File: config.mk
export PLATFORM = sky130hd
export DESIGN_NAME = pwmt_top
export DESIGN_NICKNAME = d
export VERILOG_FILES = /design/src/rtl/pwmt_pkg.sv /design/src/rtl/pwmt_prescaler.sv /design/src/rtl/pwmt_core.sv /design/src/rtl/pwmt_top.sv
export SDC_FILE = /design/constraint.sdc
export NUM_CORES = 1
export LEC_CHECK = 0
export BUFFER_PORTS_ARGS = -buffer_cell sky130_fd_sc_hd__buf_2
export CAP_MARGIN = 20
export CORE_UTILIZATION = 40
export DETAILED_ROUTE_END_ITERATION = 7
export GPL_TIMING_DRIVEN = 0
export HOLD_SLACK_MARGIN = 0.12
export SLEW_MARGIN = 20
export SYNTH_ARGS = -nofsm -noshare
export SYNTH_HDL_FRONTEND = slang
export SYNTH_SLANG_ARGS = --single-unit
File: constraint.sdc
create_clock -name clk -period 3.7 [get_ports clk]
set_input_delay 0.37 -clock clk [delete_from_list [all_inputs] [get_ports clk]]
set_output_delay 0.37 -clock clk [all_outputs]
set_load 0.02 [all_outputs]
File: src/rtl/pwmt_pkg.sv
package pwmt_pkg;
  localparam int CNT_W = 8;

  typedef enum logic [1:0] {
    RES_8  = 2'b00,
    RES_7  = 2'b01,
    RES_6  = 2'b10,
    RES_8B = 2'b11
  } res_e;

  // wrap value for a resolution code
  function automatic logic [CNT_W-1:0] top_value(res_e r);
    case (r)
      RES_7:   return 8'h7F;
      RES_6:   return 8'h3F;
      default: return 8'hFF;
    endcase
  endfunction

  // next counter value when free running
  function automatic logic [CNT_W-1:0] step_count(logic [CNT_W-1:0] c,
                                                  logic [CNT_W-1:0] top);
    return ((c & top) == top) ? '0 : ((c & top) + 1'b1);
  endfunction
endpackage

File: src/rtl/pwmt_prescaler.sv
module pwmt_prescaler #(
  parameter int PSC_W = 4
) (
  input  logic             clk,
  input  logic             rst_n,
  input  logic             clr,
  input  logic [PSC_W-1:0] sel,
  output logic             tick
);
  logic [PSC_W-1:0] div_q;

  assign tick = (div_q == sel);

  always_ff @(posedge clk or negedge rst_n) begin
    if (!rst_n)       div_q <= '0;
    else if (clr)     div_q <= '0;
    else if (tick)    div_q <= '0;
    else              div_q <= div_q + 1'b1;
  end


  tick_spacing_chk: assert property (@(posedge clk) disable iff (!rst_n)
    (tick && sel != '0 && !clr) |=> (!tick || !$stable(sel)));
endmodule

File: src/rtl/pwmt_core.sv
module pwmt_core
  import pwmt_pkg::*;
(
  input  logic             clk,
  input  logic             rst_n,
  input  logic             tick,
  input  logic             clr,
  input  logic             pwm_mode,
  input  res_e             res,
  input  logic [CNT_W-1:0] data,
  output logic [CNT_W-1:0] cnt,
  output logic             match_evt,
  output logic             ovf_evt,
  output logic             out
);
  logic [CNT_W-1:0] cnt_q, shadow_q, top_v, cnt_m, cmp_m;
  logic             hit, at_top, tog_q;

  always_comb begin
    top_v     = top_value(res);
    cnt_m     = cnt_q & top_v;
    cmp_m     = shadow_q & top_v;
    hit       = (cnt_m == cmp_m);
    at_top    = (cnt_m == top_v);
    match_evt = tick & hit & ~clr;
    ovf_evt   = tick & at_top & ~clr & (pwm_mode | ~hit);
    out       = pwm_mode ? (cmp_m > cnt_m) : tog_q;
  end

  assign cnt = cnt_q;

  always_ff @(posedge clk or negedge rst_n) begin
    if (!rst_n) begin
      cnt_q    <= '0;
      shadow_q <= '0;
      tog_q    <= 1'b0;
    end else begin
      if (clr)
        cnt_q <= '0;
      else if (tick)
        cnt_q <= (!pwm_mode && hit) ? '0 : step_count(cnt_q, top_v);
      if (clr || !pwm_mode || ovf_evt)
        shadow_q <= data;
      if (clr)
        tog_q <= 1'b0;
      else if (match_evt && !pwm_mode)
        tog_q <= ~tog_q;
    end
  end


  pwm_no_clear_chk: assert property (@(posedge clk) disable iff (!rst_n)
    (tick && pwm_mode && hit && !at_top && !clr) |=> (cnt_q != '0));

  interval_clear_chk: assert property (@(posedge clk) disable iff (!rst_n)
    (tick && !pwm_mode && hit && !clr) |=> (cnt_q == '0));

  shadow_hold_chk: assert property (@(posedge clk) disable iff (!rst_n)
    (pwm_mode && !ovf_evt && !clr) |=> $stable(shadow_q));

  counter_clear_chk: assert property (@(posedge clk) disable iff (!rst_n)
    clr |=> (cnt_q == '0));
endmodule

File: src/rtl/pwmt_top.sv
module pwmt_top
  import pwmt_pkg::*;
#(
  parameter int PSC_W = 4
) (
  input  logic       clk,
  input  logic       rst_n,
  input  logic       wr_en,
  input  logic [1:0] wr_addr,
  input  logic [7:0] wr_data,
  output logic [7:0] cnt_value,
  output logic       pwm_out,
  output logic       match_pend,
  output logic       ovf_pend,
  output logic       irq_match,
  output logic       irq_ovf
);
  localparam logic [1:0] ADDR_CTRL = 2'd0;
  localparam logic [1:0] ADDR_DATA = 2'd1;
  localparam logic [1:0] ADDR_PSC  = 2'd2;

  logic             pwm_mode_q, match_ie_q, ovf_ie_q;
  res_e             res_q;
  logic [CNT_W-1:0] data_q;
  logic [PSC_W-1:0] psc_q;
  logic             wr_ctrl, clr, clr_match, clr_ovf;
  logic             tick, match_evt, ovf_evt;

  assign wr_ctrl   = wr_en && (wr_addr == ADDR_CTRL);
  assign clr       = wr_ctrl && wr_data[3];
  assign clr_match = wr_ctrl && wr_data[6];
  assign clr_ovf   = wr_ctrl && wr_data[7];

  always_ff @(posedge clk or negedge rst_n) begin
    if (!rst_n) begin
      pwm_mode_q <= 1'b0;
      res_q      <= RES_8;
      match_ie_q <= 1'b0;
      ovf_ie_q   <= 1'b0;
      data_q     <= '0;
      psc_q      <= '0;
    end else if (wr_en) begin
      case (wr_addr)
        ADDR_CTRL: begin
          pwm_mode_q <= wr_data[0];
          res_q      <= res_e'(wr_data[2:1]);
          match_ie_q <= wr_data[4];
          ovf_ie_q   <= wr_data[5];
        end
        ADDR_DATA: data_q <= wr_data;
        ADDR_PSC:  psc_q  <= wr_data[PSC_W-1:0];
        default: ;
      endcase
    end
  end

  always_ff @(posedge clk or negedge rst_n) begin
    if (!rst_n) begin
      match_pend <= 1'b0;
      ovf_pend   <= 1'b0;
    end else begin
      if (match_evt)      match_pend <= 1'b1;
      else if (clr_match) match_pend <= 1'b0;
      if (ovf_evt)        ovf_pend   <= 1'b1;
      else if (clr_ovf)   ovf_pend   <= 1'b0;
    end
  end

  assign irq_match = match_pend & match_ie_q;
  assign irq_ovf   = ovf_pend & ovf_ie_q;

  pwmt_prescaler #(.PSC_W(PSC_W)) u_psc (
    .clk (clk),
    .rst_n (rst_n),
    .clr (clr),
    .sel (psc_q),
    .tick (tick)
  );

  pwmt_core u_core (
    .clk       (clk),
    .rst_n     (rst_n),
    .tick      (tick),
    .clr       (clr),
    .pwm_mode  (pwm_mode_q),
    .res       (res_q),
    .data      (data_q),
    .cnt       (cnt_value),
    .match_evt (match_evt),
    .ovf_evt   (ovf_evt),
    .out       (pwm_out)
  );


  match_set_chk: assert property (@(posedge clk) disable iff (!rst_n)
    match_evt |=> match_pend);

  ovf_set_chk: assert property (@(posedge clk) disable iff (!rst_n)
    ovf_evt |=> ovf_pend);

  match_w1c_chk: assert property (@(posedge clk) disable iff (!rst_n)
    (clr_match && !match_evt) |=> !match_pend);

  ovf_w1c_chk: assert property (@(posedge clk) disable iff (!rst_n)
    (clr_ovf && !ovf_evt) |=> !ovf_pend);
endmodule

Word level (Yosys, flattened, before mapping)
Index checks and enable logic that the tools add are counted.
{ "word_totals": {"reg_bits": 40, "latchBits": 0, "ram_bits": 0, "mem_bits_ro": 0, "out_inout_bits": 13, "wordCells": 66, "mem_count": 0} }
{ "classes": {"addsub": 2, "multipliers": 0, "div_mod_pow": 0, "magnitude_cmp": 1, "n_eq_ne": 7, "shifts": 0, "mux": 14, "bitwise": 13, "reduce_logical": 17} }
{ "ops": {"columns": ["cell", "n"], "rows": [
  ["$mux 8", 4],
  ["$and 8x8->8", 2],
  ["$eq 8x8->1", 2],
  ["$pmux 8 s2", 1],
  ["$add 8x1->8 const B", 1],
  ["$gt 8x8->1", 1],
  ["$mux 4", 2],
  ["$reduce_bool 2->1", 4],
  ["$and 1x1->1", 7],
  ["$mux 1", 7],
  ["$logic_and 1x1->1", 6],
  ["$reduce_and 2->1", 3],
  ["$add 4x1->4 const B", 1],
  ["$eq 2x1->1 const B", 2],
  ["$eq 2x2->1 const B", 2],
  ["$eq 4x4->1", 1],
  ["$not 1->1", 3],
  ["$logic_not 2->1", 1],
  ["$logic_or 1x1->1", 2],
  ["$logic_not 1->1", 1],
  ["$or 1x1->1", 1]
]} }

Depth between registers and ports, before layout
{ "logic_depth": {"ltp_word": 9, "depth_mapped": 8, "depth_no_buf": 8} }

By module
From an unflattened synthesis, not the netlist that was laid out.
{ "unflattened": {"hier_cells": 177, "hier_area_um2": 2065.7} }
{ "by_module_without_submodules": {"columns": ["module", "n_inst", "cells_per_inst", "area_per_inst_um2", "seq_area_each_um2"], "rows": [
  ["pwmt_core", 1, 114, 1089.8, 425.4],
  ["pwmt_top", 1, 46, 762.0, 475.5],
  ["pwmt_prescaler", 1, 17, 214.0, 100.1]
]} }

Worst setup path before layout
No wires, ideal clock.
{ "synth_timing": {"path_type": "reg-to-output", "startpoint": "reg res_q[1]", "endpoint": "out pwm_out", "t_arrival_ps": 2030, "t_required_ps": 3330, "setup_slack_ps": 1300, "stages_incl_launch_ff": 8, "cell_sequence": "dfrtp_1 ha_1 and2_1 ha_1 and4_1 o211a_1 a221o_1 a21oi_1"} }
{ "synth_between": {"elab_chain_len": 5} }
{ "synth_lines": {"columns": ["element", "line", "text"], "rows": [
  ["start, declared", "pwmt_top.sv:23", "res_e res_q;"],
  ["start signal, assigned", "pwmt_top.sv:46", "res_q <= res_e'(wr_data[2:1]);"],
  ["$eq 2x2->1 or $eq 2x1->1 (tied branches)", "pwmt_pkg.sv:13", "case (r)"],
  ["$pmux 8 s2 *", "pwmt_pkg.sv:13", null],
  ["$and 8x8->8 (on tied branches)", "pwmt_core.sv:22, pwmt_core.sv:21", null],
  ["$gt 8x8->1 *", "pwmt_core.sv:27", "out = pwm_mode ? (cmp_m > cnt_m) : tog_q;"],
  ["$mux 1 *", "pwmt_core.sv:27", null],
  ["end, declared", "pwmt_top.sv:12", "output logic pwm_out,"]
]} }
Every way passes the cells marked *; elsewhere a longest branch is shown, timed or not.

Worst setup path in the final report
{ "layout_timing": {"startpoint": "reg res_q[0]", "endpoint": "out pwm_out"} }
Same word-level chain as after synthesis.

==> impl_metrics.env <==
export IMPL_drive_gt1_share_pct=30.95
export IMPL_synthFlopType="dfrtp_1"
export IMPL_path_class="reg -> out"
export IMPL_drt_iter0_markers=88
export IMPL_power_density_nw_per_um2=664.3
export IMPL_p_seq_share_pct=42.8
export IMPL_yosys_warnings=0
export IMPL_dp_slack_ns=1.204
export IMPL_grt_pass1_vias=1420
export IMPL_cts_resized=0
export IMPL_cap_violations=0
export IMPL_ir_drop_mv=0.2896
export IMPL_hold_path_class="in -> async"
export IMPL_wire_per_inst_um=14.77
export IMPL_combPwrFrac_pct=37.8
export IMPL_track_usage_pct=17.38
export IMPL_cp_arrival_ns=2.42
export IMPL_cts_setup_buffers=0
export IMPL_synth_area_top_cells="dfrtp_1 49%, mux2_2 13%, ha_1 6.1%, nand2_1 2.7%, xnor2_1 2.6%"
export IMPL_reg2reg_to="u_core.cnt[7]"
export IMPL_cts_hold_fix_buffers=0
export IMPL_vias=1459
export IMPL_setup_viol=0
export IMPL_fin_crit_sh_pct=75.53
export IMPL_placementRows=25
export IMPL_clkTransAtPathRegs_ns=0.08
export IMPL_r2r_start="res_q[0]"
export IMPL_worst_pin_slew_ns=0.8768
export IMPL_rsz0062_at_grt="false"
export IMPL_setup_ws_ns=0.9052
export IMPL_cp_startpoint="res_q[0]"
export IMPL_fp_dieH_um=73.69
export IMPL_placed_cells=269
export IMPL_slew_viol_final=0
export IMPL_cp_start_kind="flop"
export IMPL_synth_cell_type_count=40
export IMPL_r2r_cells=8
export IMPL_ant_nets=0
export IMPL_synth_seq_cells=40
export IMPL_relSlewSlack_pct=41.55
export IMPL_cts_sinks=40
export IMPL_fin_total_pwr_mw=1.569
export IMPL_io_buffer_count=25
export IMPL_p_sw_mw=0.5956
export IMPL_finalHoldViolCount=0
export IMPL_crit_path_end_kind="output port"
export IMPL_dieArea_sq_um=5430
export IMPL_fmax_ghz=0.3578
export IMPL_synth_top_area_share_pct=48.69
export IMPL_path_max_fanout=3
export IMPL_fin_worst_skew_ns=0.006901
export IMPL_drt_pass1_iterations=4
export IMPL_postPlaceCellArea_sq_um=2265
export IMPL_critPathMostFrequentCell="ha_1"
export IMPL_grt_max_degree=41
export IMPL_stdcell_count=277
export IMPL_antennaDiodeCount=0
export IMPL_synth_fp_nets=200
export IMPL_synthCells=177
export IMPL_ios=26
export IMPL_hpwlAfterDp_um=3009
export IMPL_gp_congestion=0.8329
export IMPL_cp_num_buf_inv=2
export IMPL_cts_inserted_buffers=5
export IMPL_die_w_um=73.69
export IMPL_synth_area_sq_um=2056
export IMPL_crit_required_ns=3.33
export IMPL_p_clk_share_pct=19.4
export IMPL_drc=0
export IMPL_cts_tree="yes"
export IMPL_area_growth_pct=14.91
export IMPL_fin_crit_ns=2.795
export IMPL_grt_pass1_wl_um=6893
export IMPL_synth_edf_count=0
export IMPL_initial_core_util_pct=42.40
export IMPL_grt_overflow=0
export IMPL_clk_latency_ns=0.29
export IMPL_switching_share_pct=37.95
export IMPL_path_cells="inv_1 > ha_1 > and2_1 > ha_1 > and4_1 > o211a_1 > a221o_1 > a21oi_1 > buf_2"
export IMPL_fin_nets=232
export IMPL_vias_per_cell=5.267
export IMPL_cellLeakagePower_nw=1.048
export IMPL_h_tree_depth=2
export IMPL_critical_path_slowest_cell="dfrtp_1"
export IMPL_finalInstanceArea_sq_um=2362
export IMPL_slowest_delay_ns=0.33
export IMPL_seq_area_frac_synth_pct=48.69
export IMPL_syn_area_per_cell_sq_um=11.61
export IMPL_drt_wl_total_um=4092
export IMPL_outcome="finished, final reports clean"
export IMPL_fin_tns_setup_ns=0
export IMPL_synth_largest_area_cell="dfrtp_1"
export IMPL_clk_path_buf_depth=2
export IMPL_async_flop_share_pct=100.0
export IMPL_coreArea_sq_um=4848
export IMPL_clock_root_buffer="clkbuf_8"
export IMPL_antenna_found_initial=0
export IMPL_critPathTopFamily="adder cells"
export IMPL_p_int_mw=0.9737
export IMPL_regToRegSetupSlack_ns=1.42
## sequential cells by signal, summed over array words and instances, names as in the netlist, 2 cells and up
register	count
u_core.cnt	8
u_psc.div_q	4
u_core.shadow_q	8
data_q	8
psc_q	4
res_q	2
## area by class of cell
class | count | area, sq um
fillers | 459 | 2486
flip-flops and latches | 40 | 1001
inverters | 11 | 41.29
multi-input cells | 124 | 998.5
well taps | 67 | 83.83
clock inverters | 2 | 15.01
repair buffers | 25 | 125.1
plain buffers | 2 | 15.01
clock buffers | 6 | 82.58
## power groups by stage
stage          Sequential, mW  Clock (mW)  Combinational (mW)
6_report                0.672       0.304               0.593
2_1_floorplan           0.693           0               0.407
3_5_place_dp            0.680           0               0.596
5_1_grt                 0.691       0.333               0.676
4_1_cts                 0.671       0.318               0.600
3_3_place_gp            0.676           0               0.592
## worst register-to-register path, cell delays in order, from the launching register on
cell,delay (ns)
dfrtp_1,0.33
inv_1,0.06
ha_1,0.33
and2_1,0.15
ha_1,0.30
and4_1,0.21
o2111ai_2,0.20
nand3_1,0.32
o31ai_1,0.30
## worst max-delay path by stage
stage,cells past startpoint,end,slack [ns]
after detailed placement,9,pwm_out,1.20
after global routing,9,pwm_out,0.79
after global placement,9,pwm_out,1.18
final,9,pwm_out,0.91
after floorplan,7,pwm_out,1.30
after CTS,9,pwm_out,0.87
## cell usage in the layout (no fill, tap or decap), drive strengths merged, types with 3 or more instances in the layout
cell	n
a31oi	3
xnor2	6
nand4	3
o31ai	3
mux2	23
dfrtp	40
a41oi	3
nand2	15
ha	10
nor2	6
and2	4
inv	11
o21ai	8
clkbuf	7
buf	26
nand3	6
## through the flow
step | utilization, % | hold WS (ns)
final | 48.72 | 0.1902
after global routing | 48.72 | 0.2682
after CTS | 48.72 | 0.2275
after detailed placement | 46.71 | 0.4875
after global placement | 46.71 | 0.4808
after floorplan | - | 0.07441
## logic make-up after synthesis
| logic type | count (synthesis) | synth area share, % |
|---|---|---|
| and+or+nand+nor | 51 | 14.36 |
| DFF | 40 | 48.69 |
| AOI/OAI and AO/OA | 31 | 11.63 |
| muxes | 24 | 13.09 |
| buffers and inverters | 13 | 2.739 |
| adders and majority gates | 10 | 6.086 |
| xor gates and xnor gates | 8 | 3.409 |
## layer usage
metal  vias to the layer above  track usage (%)  part of all wire [%]
li1                        716                -                     -
met1                       700            24.15                    50
met2                        36            25.69                    44
met3                         7            5.075                   4.4
met4                         0            6.197                   1.4
met5                         -                0                     0
## cell usage after synthesis (all sizes together), types with 2 or more instances
master  count
xor2        2
nor2b       2
nor2        6
o21ai       8
and2        4
nand2      15
or2         2
o22ai       2
a32o        2
nand4       3
o31ai       3
and4        2
inv        11
a221o       2
nor3        2
ha         10
xnor2       6
a21oi       2
mux2       23
nand3       6
nand3b      2
nor4        2
dfrtp      40
a41oi       3
a21o        2
a31oi       3
(Power assumes the default switching activity.)
